<file path="config.mk">
export PLATFORM = sky130hd
export DESIGN_NAME = smt_issue_queue
export DESIGN_NICKNAME = d
export VERILOG_FILES = /design/src/rtl/smt_issue_queue.sv
export SDC_FILE = /design/constraint.sdc
export NUM_CORES = 2
export LEC_CHECK = 0
export BUFFER_PORTS_ARGS = -buffer_cell sky130_fd_sc_hd__buf_2
export CORE_AREA = 2 2 433 435
export CTS_CLUSTER_DIAMETER = 120
export CTS_CLUSTER_SIZE = 24
export DETAILED_ROUTE_END_ITERATION = 12
export DIE_AREA = 0 0 435 437
export GPL_TIMING_DRIVEN = 0
export PLACE_DENSITY_LB_ADDON = 0.15
export SKIP_CTS_REPAIR_TIMING = 1
export SLEW_MARGIN = 20
export SYNTH_ARGS = -nofsm -noshare
export SYNTH_HDL_FRONTEND = slang
export SYNTH_SLANG_ARGS = --single-unit
</file>
<file path="constraint.sdc">
create_clock -name clk -period 216.3 [get_ports clk]
set_input_delay 32.445 -clock clk [delete_from_list [all_inputs] [get_ports clk]]
set_output_delay 32.445 -clock clk [all_outputs]
set_load 0.02 [all_outputs]
</file>
<file path="src/rtl/smt_issue_queue.sv">
module smt_issue_queue #(
  parameter int ENTRIES = 32,
  parameter int TAG_W   = 6,
  parameter int TID_W   = 2,
  parameter int AGE_W   = 8
) (
  input  logic             clk,
  input  logic             rst_n,
  input  logic             mode_pack_i,
  input  logic             disp_valid_i,
  input  logic [TID_W-1:0] disp_tid_i,
  input  logic [TAG_W-1:0] disp_dst_i,
  input  logic [TAG_W-1:0] disp_src0_i,
  input  logic             disp_src0_rdy_i,
  input  logic [TAG_W-1:0] disp_src1_i,
  input  logic             disp_src1_rdy_i,
  output logic             disp_stall_o,
  input  logic [1:0]       bc_valid_i,
  input  logic [TAG_W-1:0] bc_tag0_i,
  input  logic [TAG_W-1:0] bc_tag1_i,
  input  logic             flush_valid_i,
  input  logic [TID_W-1:0] flush_tid_i,
  output logic             iss_valid_o,
  output logic [TID_W-1:0] iss_tid_o,
  output logic [TAG_W-1:0] iss_dst_o,
  output logic             mode_pack_o
);
  localparam int SLOTS = 2 * ENTRIES;
  localparam int IDX_W = $clog2(SLOTS);
  localparam int CNT_W = $clog2(SLOTS + 1);
  localparam logic [SLOTS-1:0] ODD_HALVES = {ENTRIES{2'b10}};

  logic [SLOTS-1:0] vld, rdy, wake, killed;
  logic [TID_W-1:0] tid  [SLOTS];
  logic [TAG_W-1:0] dst  [SLOTS];
  logic [TAG_W-1:0] ptag [SLOTS];
  logic [AGE_W-1:0] age  [SLOTS];
  logic             mode_q;

  function automatic logic bc_hit(input logic [TAG_W-1:0] t);
    return (bc_valid_i[0] && bc_tag0_i == t) || (bc_valid_i[1] && bc_tag1_i == t);
  endfunction

  for (genvar s = 0; s < SLOTS; s++) begin : g_match
    assign wake[s]   = bc_hit(ptag[s]);
    assign killed[s] = flush_valid_i && tid[s] == flush_tid_i;
  end

  logic s0_ok, s1_ok, new_rdy;
  logic [TAG_W-1:0] new_ptag;
  assign s0_ok    = disp_src0_rdy_i || bc_hit(disp_src0_i);
  assign s1_ok    = disp_src1_rdy_i || bc_hit(disp_src1_i);
  assign new_rdy  = s0_ok && s1_ok;
  assign new_ptag = s0_ok ? disp_src1_i : disp_src0_i;

  logic             free_found;
  logic [IDX_W-1:0] free_idx;
  always_comb begin
    free_found = 1'b0;
    free_idx   = '0;
    for (int s = SLOTS - 1; s >= 0; s--)
      if (!vld[s] && (mode_q || s % 2 == 0)) begin
        free_found = 1'b1;
        free_idx   = IDX_W'(s);
      end
  end

  assign disp_stall_o = (!s0_ok && !s1_ok) || !free_found || (mode_pack_i != mode_q) ||
                        (flush_valid_i && flush_tid_i == disp_tid_i);
  logic accept;
  assign accept = disp_valid_i && !disp_stall_o;

  logic             sel_found;
  logic [IDX_W-1:0] sel_idx;
  logic [AGE_W-1:0] sel_age;
  always_comb begin
    sel_found = 1'b0;
    sel_idx   = '0;
    sel_age   = '0;
    for (int s = 0; s < SLOTS; s++)
      if (vld[s] && rdy[s] && !killed[s] && (!sel_found || age[s] > sel_age)) begin
        sel_found = 1'b1;
        sel_idx   = IDX_W'(s);
        sel_age   = age[s];
      end
  end

  assign iss_valid_o = sel_found;
  assign iss_tid_o   = tid[sel_idx];
  assign iss_dst_o   = dst[sel_idx];
  assign mode_pack_o = mode_q;

  logic [CNT_W-1:0] count;
  assign count = CNT_W'($countones(vld));

  always_ff @(posedge clk) begin
    if (!rst_n) begin
      vld    <= '0;
      rdy    <= '0;
      mode_q <= 1'b0;
      for (int s = 0; s < SLOTS; s++) begin
        tid[s]  <= '0;
        dst[s]  <= '0;
        ptag[s] <= '0;
        age[s]  <= '0;
      end
    end else begin
      if (vld == '0) mode_q <= mode_pack_i;
      for (int s = 0; s < SLOTS; s++) begin
        if (vld[s]) begin
          if (age[s] != '1) age[s] <= age[s] + 1'b1;
          if (!rdy[s] && wake[s]) rdy[s] <= 1'b1;
          if ((sel_found && sel_idx == IDX_W'(s)) || killed[s]) vld[s] <= 1'b0;
        end else if (accept && free_idx == IDX_W'(s)) begin
          vld[s]  <= 1'b1;
          rdy[s]  <= new_rdy;
          tid[s]  <= disp_tid_i;
          dst[s]  <= disp_dst_i;
          ptag[s] <= new_ptag;
          age[s]  <= '0;
        end
      end
    end
  end


  blocking_odd_empty_chk: assert property (@(posedge clk) disable iff (!rst_n)
    !mode_q |-> (vld & ODD_HALVES) == '0);


  no_overflow_chk: assert property (@(posedge clk) disable iff (!rst_n)
    count <= (mode_q ? CNT_W'(SLOTS) : CNT_W'(ENTRIES)));


  mode_switch_empty_chk: assert property (@(posedge clk) disable iff (!rst_n)
    (mode_q != $past(mode_q)) |-> $past(vld == '0));

  for (genvar s = 0; s < SLOTS; s++) begin : g_chk

    wake_sets_ready_chk: assert property (@(posedge clk) disable iff (!rst_n)
      (vld[s] && !rdy[s] && wake[s] && !killed[s]) |=> (vld[s] && rdy[s]));

    flush_clears_chk: assert property (@(posedge clk) disable iff (!rst_n)
      flush_valid_i |=> !(vld[s] && tid[s] == $past(flush_tid_i)));
  end
endmodule

</file>
Word-level counts from Yosys, hierarchy flattened. Memory sizes are Yosys's and may differ from the RTL's. Cells that the tools add are included.

Flip-flop bits (word level): 129. RAM bits: 1408. Bits of input ports: 43. Output and inout port bits: 11. Logic and storage cells: 3612. Memories: 4.

$add $sub $neg: 64. $lt $le $gt $ge: 63. Equal/unequal tests: 452. Muxes and demuxes: 1472. Bitwise operators: 320. Reduce and logical (&&, ||, !) cells: 1171.

Memories: age (words 64, bits a word 8, read ports 64, clocked after Yosys merged registers in 0, write ports 64, line 37) `logic [AGE_W-1:0] age [SLOTS];`; dst (words 64, bits a word 6, read ports 1, clocked after Yosys merged registers in 0, write ports 64, line 35) `logic [TAG_W-1:0] dst [SLOTS];`; ptag (words 64, bits a word 6, read ports 64, clocked after Yosys merged registers in 0, write ports 64, line 36) `logic [TAG_W-1:0] ptag [SLOTS];`; tid (words 64, bits a word 2, read ports 65, clocked after Yosys merged registers in 0, write ports 64, line 34) `logic [TID_W-1:0] tid [SLOTS];`.

Operators by type and width (number): two-way mux 6 bit (255); two-way mux 8 bit (191); two-way mux 1 bit (962); == test 6 bit (132); logical AND 1 bit (615); adder 8 x 1 -> 8 bit, second input constant (64); inequality test 8 bit, second input constant (64); > comparator 8 bit (63); == test 6 bit, second input constant (64); bitwise OR 1 bit (320); logical NOT 1 bit (227); logical OR 1 bit (198); == test 6 x 5 -> 1 bit, second input constant (32); == test 2 bit (65); two-way mux 2 bit (64); inequality test 2 x 1 -> 1 bit, second input constant (64); AND reduction 2 bit (64); nonzero test 2 bit (64); == test 6 x 4 -> 1 bit, second input constant (16); logical NOT 64 bit (1); == test 6 x 3 -> 1 bit, second input constant (8); == test 6 x 2 -> 1 bit, second input constant (4); == test 6 x 1 -> 1 bit, second input constant (2); logical NOT 6 bit (2); inequality test 1 bit (1).

Depth between registers and ports, before layout. An unclocked memory read counts as a cell.

Depth in word-level cells: 263. Mapped depth: 759. Mapped depth without buffers: 726.

Worst setup path after synthesis. No wires, ideal clock.

Kind: input-to-output. Start point: input flush_tid_i[0]. End point: output iss_dst_o[0]. Arrival time: 152596 ps. Setup slack: 31259 ps. Stages on the path: 718. Cells stage by stage: buf_4 > xnor2_2 > a31oi_4 > nand2_1 > ha_1 > nor2b_1 > o211ai_1 > a211oi_1 > nor3_1 > nor2_1 > clkbuf_1 > nor2_1 > a21oi_1 > ha_1 > a211oi_1 > nor2_1 > nor4bb_1 > o22ai_1 > (+682 left out) > nor2b_1 > o21a_1 > o21ai_0 > nand2b_1 > a21oi_1 > o21ai_0 > o21ai_0 > a21o_1 > buf_6 > nand2b_1 > clkbuf_4 > nor4b_1 > nand3_2 > nand2_1 > a211oi_1 > or4_1 > nor4b_1 > nand4_1.

Cells in the longest elaborated chain, start to end: 258. Elaborated cells between the ends (all ways): 698. Classes of those cells: order compare (63); eq/ne (64); mux (189); reduce/logical (381); memory (1).

RTL lines: start: declaration (line 22) `input logic [TID_W-1:0] flush_tid_i,`; == test 2 bit (line 46) `assign killed[s] = flush_valid_i && tid[s] == flush_tid_i;`; logical AND 1 bit (line 46); logical NOT 1 bit (line 81) `if (vld[s] && rdy[s] && !killed[s] && (!sel_found || age[s] > sel_age)) begin`; logical AND 1 bit (line 81); two-way mux 8 bit or two-way mux 1 bit (tied branches) (line 81); > comparator 8 bit or logical NOT 1 bit (tied branches) (line 81); logical OR 1 bit (line 81); logical AND 1 bit (line 81); (+242 left out); logical OR 1 bit (line 81); logical AND 1 bit (line 81); two-way mux 8 bit or two-way mux 1 bit (tied branches) (line 81); > comparator 8 bit or logical NOT 1 bit (tied branches) (line 81); logical OR 1 bit (line 81); logical AND 1 bit (line 81); two-way mux 6 bit * (line 81); memory (64 x 6 bit) *; end: declaration (line 25) `output logic [TAG_W-1:0] iss_dst_o,`.

Every way passes the cells marked *; elsewhere a longest branch is shown, timed or not.

Worst setup path after layout.
Start point: input flush_tid_i[0]. End point: output iss_dst_o[5].

Same word-level chain as after synthesis.

==> metrics.md <==
| Metric | Value |
|---|---|
| Status | completed |
| Die Wd | 435 um |
| CP dominant cell by count | a21oi_1 |
| Clock skew | 0.0400 ns |
| Rows | 158 |
| Placed cell count | around 13,000 |
| Via count of the first global-routing pass | 81,900 |
| Crit Path Max Fanout | 10 |
| Non-Filler Instances | around 13,000 |
| Number of synthesized flops with an enable pin | between 1,000 and 1,500 |
| Critical path data arrival time | around 170 ns |
| CP endpoint kind | output port |
| Top Family by Delay on Critical Path | compound AO/OA/AOI/OAI gates |
| Crit path max-delay cell type | o221ai_1 |
| Clk pin slew, worst setup/hold paths | 0.10 ns |
| Synth Cell Area | approximately 100,000 um2 |
| Bufs and invs on worst path | a little over 100 |
| Initial Utilization | 54.9% |
| Commonest non-fill, non-tap cell in the layout | edfxtp_1 |
| Final ANT Viol Nets | 0 |
| Dominant synthesized flop cell | edfxtp_1 |
| Int Power | about 440 uW |
| Total GRT Usage | between 40% and 50% |
| Clock share of power | roughly 29% |
| CTS Buffer Depth | 3 |
| Via count | around 86,000 |
| Power share of the combinational group | roughly 14% |
| Post-synthesis sequential area ratio | 44.2% |
| Part of the power in registers | a little under three fifths |
| Max VDD drop | between 0.000007 and 0.000008 V |
| Worst rel slew slack | 6.49% |
| Power per standard cell area | around 5.7 nW/um2 |
| Cell area after placement | around 110,000 um2 |
| Final Max Tran Viols | 0 |
| # Max-Cap Violations | 0 |
| Final hold slack | between 0.5 and 0.6 ns |
| Hold crit path type | register to register |
| Layout cell share with drive strength beyond 1 | 7.31% |
| CP peak stage delay | 0.68 ns |
| Core footprint | between 150,000 and 200,000 um2 |
| Pre-CTS setup slack | between 4 and 5 ns |
| Crit path required time | 183.85 ns |
| Fmax | just under 0.005 GHz |
| Final #Nets | 11,300 |
| Setup-failing EPs final | 0 |
| Placer Congestion | around 1.0 |
| YS warnings | 0 |
| Clock Tree Root | clkbuf_16 |
| Port bufs | 52 |
| Switching Fraction | 28.3% |
| Grt total ovfl | 0 |
| CTS Buf Count | 76 |
| Vias per cell | around 6.5 |
| Antenna violations before repair | 26 |
| Die ar. | 190,000 um2 |
| Syn avg cell area | 9.62 um2 |
| Final critical-path share of the clock period | a little over nine tenths |
| First-pass GRT wire length | ~560 mm |
| Final hold vios | 0 |
| Commonest cells after routing, fill and taps aside | 1,408 x edfxtp_1, 1,354 x nor2_1, 788 x nand2_1, 785 x xnor2_1, 683 x inv_1 |
| Syn Nets | 11,100 |
| Ys async rst share | 0% |
| Skew-Pair Late Insertion Delay | around 0.8 ns |
| Post-route DRC | 0 |
| Maximum number of pins on one net before global-route repair | 31 |
| Clock Sinks | about 1,500 |
| # H-tree levels | 3 |
| Worst-margin pin slew | approximately 1.4 ns |
| Crit path launch type | primary input |
| Synth cell types | about 150 |
| Lkg Pwr | about 0.039 uW |
| Net switching power figure | around 180 uW |
| Chip Height | roughly 440 um |
| CTS tree | done |
| Design Area, Final | roughly 110,000 um2 |
| Tmin final | around 210 ns |
| Routed wire length | slightly below 400 mm |
| Post-DP HPWL | a little under 300 mm |
| Wire per inst | between 20 and 30 um |
| IO Pins | between 50 and 60 |
| TritonRoute pass-1 iters | 8 |
| Setup slack after layout | between 10 and 15 ns |
| Synthesized instance count | 10,600 |
| Crit Path Category | primary input to output port |
| Area growth, synth to finish | 6.87% |
| DRT iter0 DRCs | 11,200 |
| Register bit total from synthesis | about 1,500 |
## registers in the layout, summed over array words and instances (netlist names)
name / cells
rdy: 64
age: 512
dst: 384
vld: 64
tid: 128
mode_pack_o: 1
ptag: 384
## cells by family after synthesis
logic type / synth area share, %
compound gates: 12.3
mux: 3.56
simple gates: 17.1
fa+ha+maj: 6.39
xor+xnor: 11.5
buf+inv: 4.91
flops: 44.2
## cell type report
class / instances / area [um2]
plain buffers: 518 / 2500
well taps: 2480 / 3100
inverters: 691 / 2590
multi-input cells: 7804 / 52000
diodes: 28 / 70.1
clock inverters: 14 / 128
flip-flops and latches: 1537 / 44900
repair buffers: 89 / 1090
clock buffers: 125 / 2170
fillers: 16200 / 76600
## worst reg2reg max path, delay by kind of cell (launching register included)
family                     cells  cell delay (ns)
DFF                            1             0.51
buffers and inverters        100            18.86
muxes                         38            13.67
and+or+nand+nor              182            25.22
xor gates and xnor gates       1             0.27
AOI/OAI and AO/OA            331            63.52
adders and majority gates     67            18.08
## per-stage QoR
stage | utilization [%] | setup TNS [ns] | total power, uW
final | 58.6 | 0 | 619
after global routing | 58.6 | -0.817 | 633
after CTS | 58.4 | 0 | 614
after detailed placement | 57.2 | 0 | 445
after global placement | 56.7 | 0 | 440
after floorplan | - | 0 | 414
## synth_stat cells, types with 129 or more instances
cell	n	share of area [%]
nand4_1	247	1.5
ha_1	512	6.3
nor2_1	1361	5.0
a21oi_1	512	2.5
o21ai_0	413	2.0
a31oi_1	136	0.84
edfxtp_1	1408	42
inv_1	689	2.5
mux2_2	213	2.4
clkbuf_1	321	1.2
nand2_1	807	3.0
xor2_1	546	4.7
nand3_1	498	2.5
and3_1	162	1.0
xnor2_1	785	6.8
a21o_1	148	1.1
dfxtp_1	129	2.5
## worst paths after layout
check	startpoint	endpoint	slack, ns	depth (start not counted)
worst max register to register	tid[0][1]	vld[23]	75.99	719
worst max-delay path	flush_tid_i[0]	iss_dst_o[5]	10.90	721
worst min-delay path	rdy[14]	rdy[14]	0.53	2
worst min register to register	rdy[14]	rdy[14]	0.53	2
## power by group through the flow
stage | sequential [uW] | clock (uW) | combinational (uW)
final | 356 | 177 | 85.7
after global routing | 358 | 184 | 91.4
after CTS | 355 | 176 | 83.1
after detailed placement | 362 | 0 | 82.6
after global placement | 362 | 0 | 78.3
after floorplan | 357 | 0 | 56.4
## metal layers
layer,vias to the layer above,part of all wire (%),GRT usage [%]
met4,20,8.4,27.3
li1,37900,-,-
met3,1418,11,10.3
met2,5313,43,61.1
met1,41700,37,50.0
met5,-,0.049,0
(Power assumes the default switching activity.)
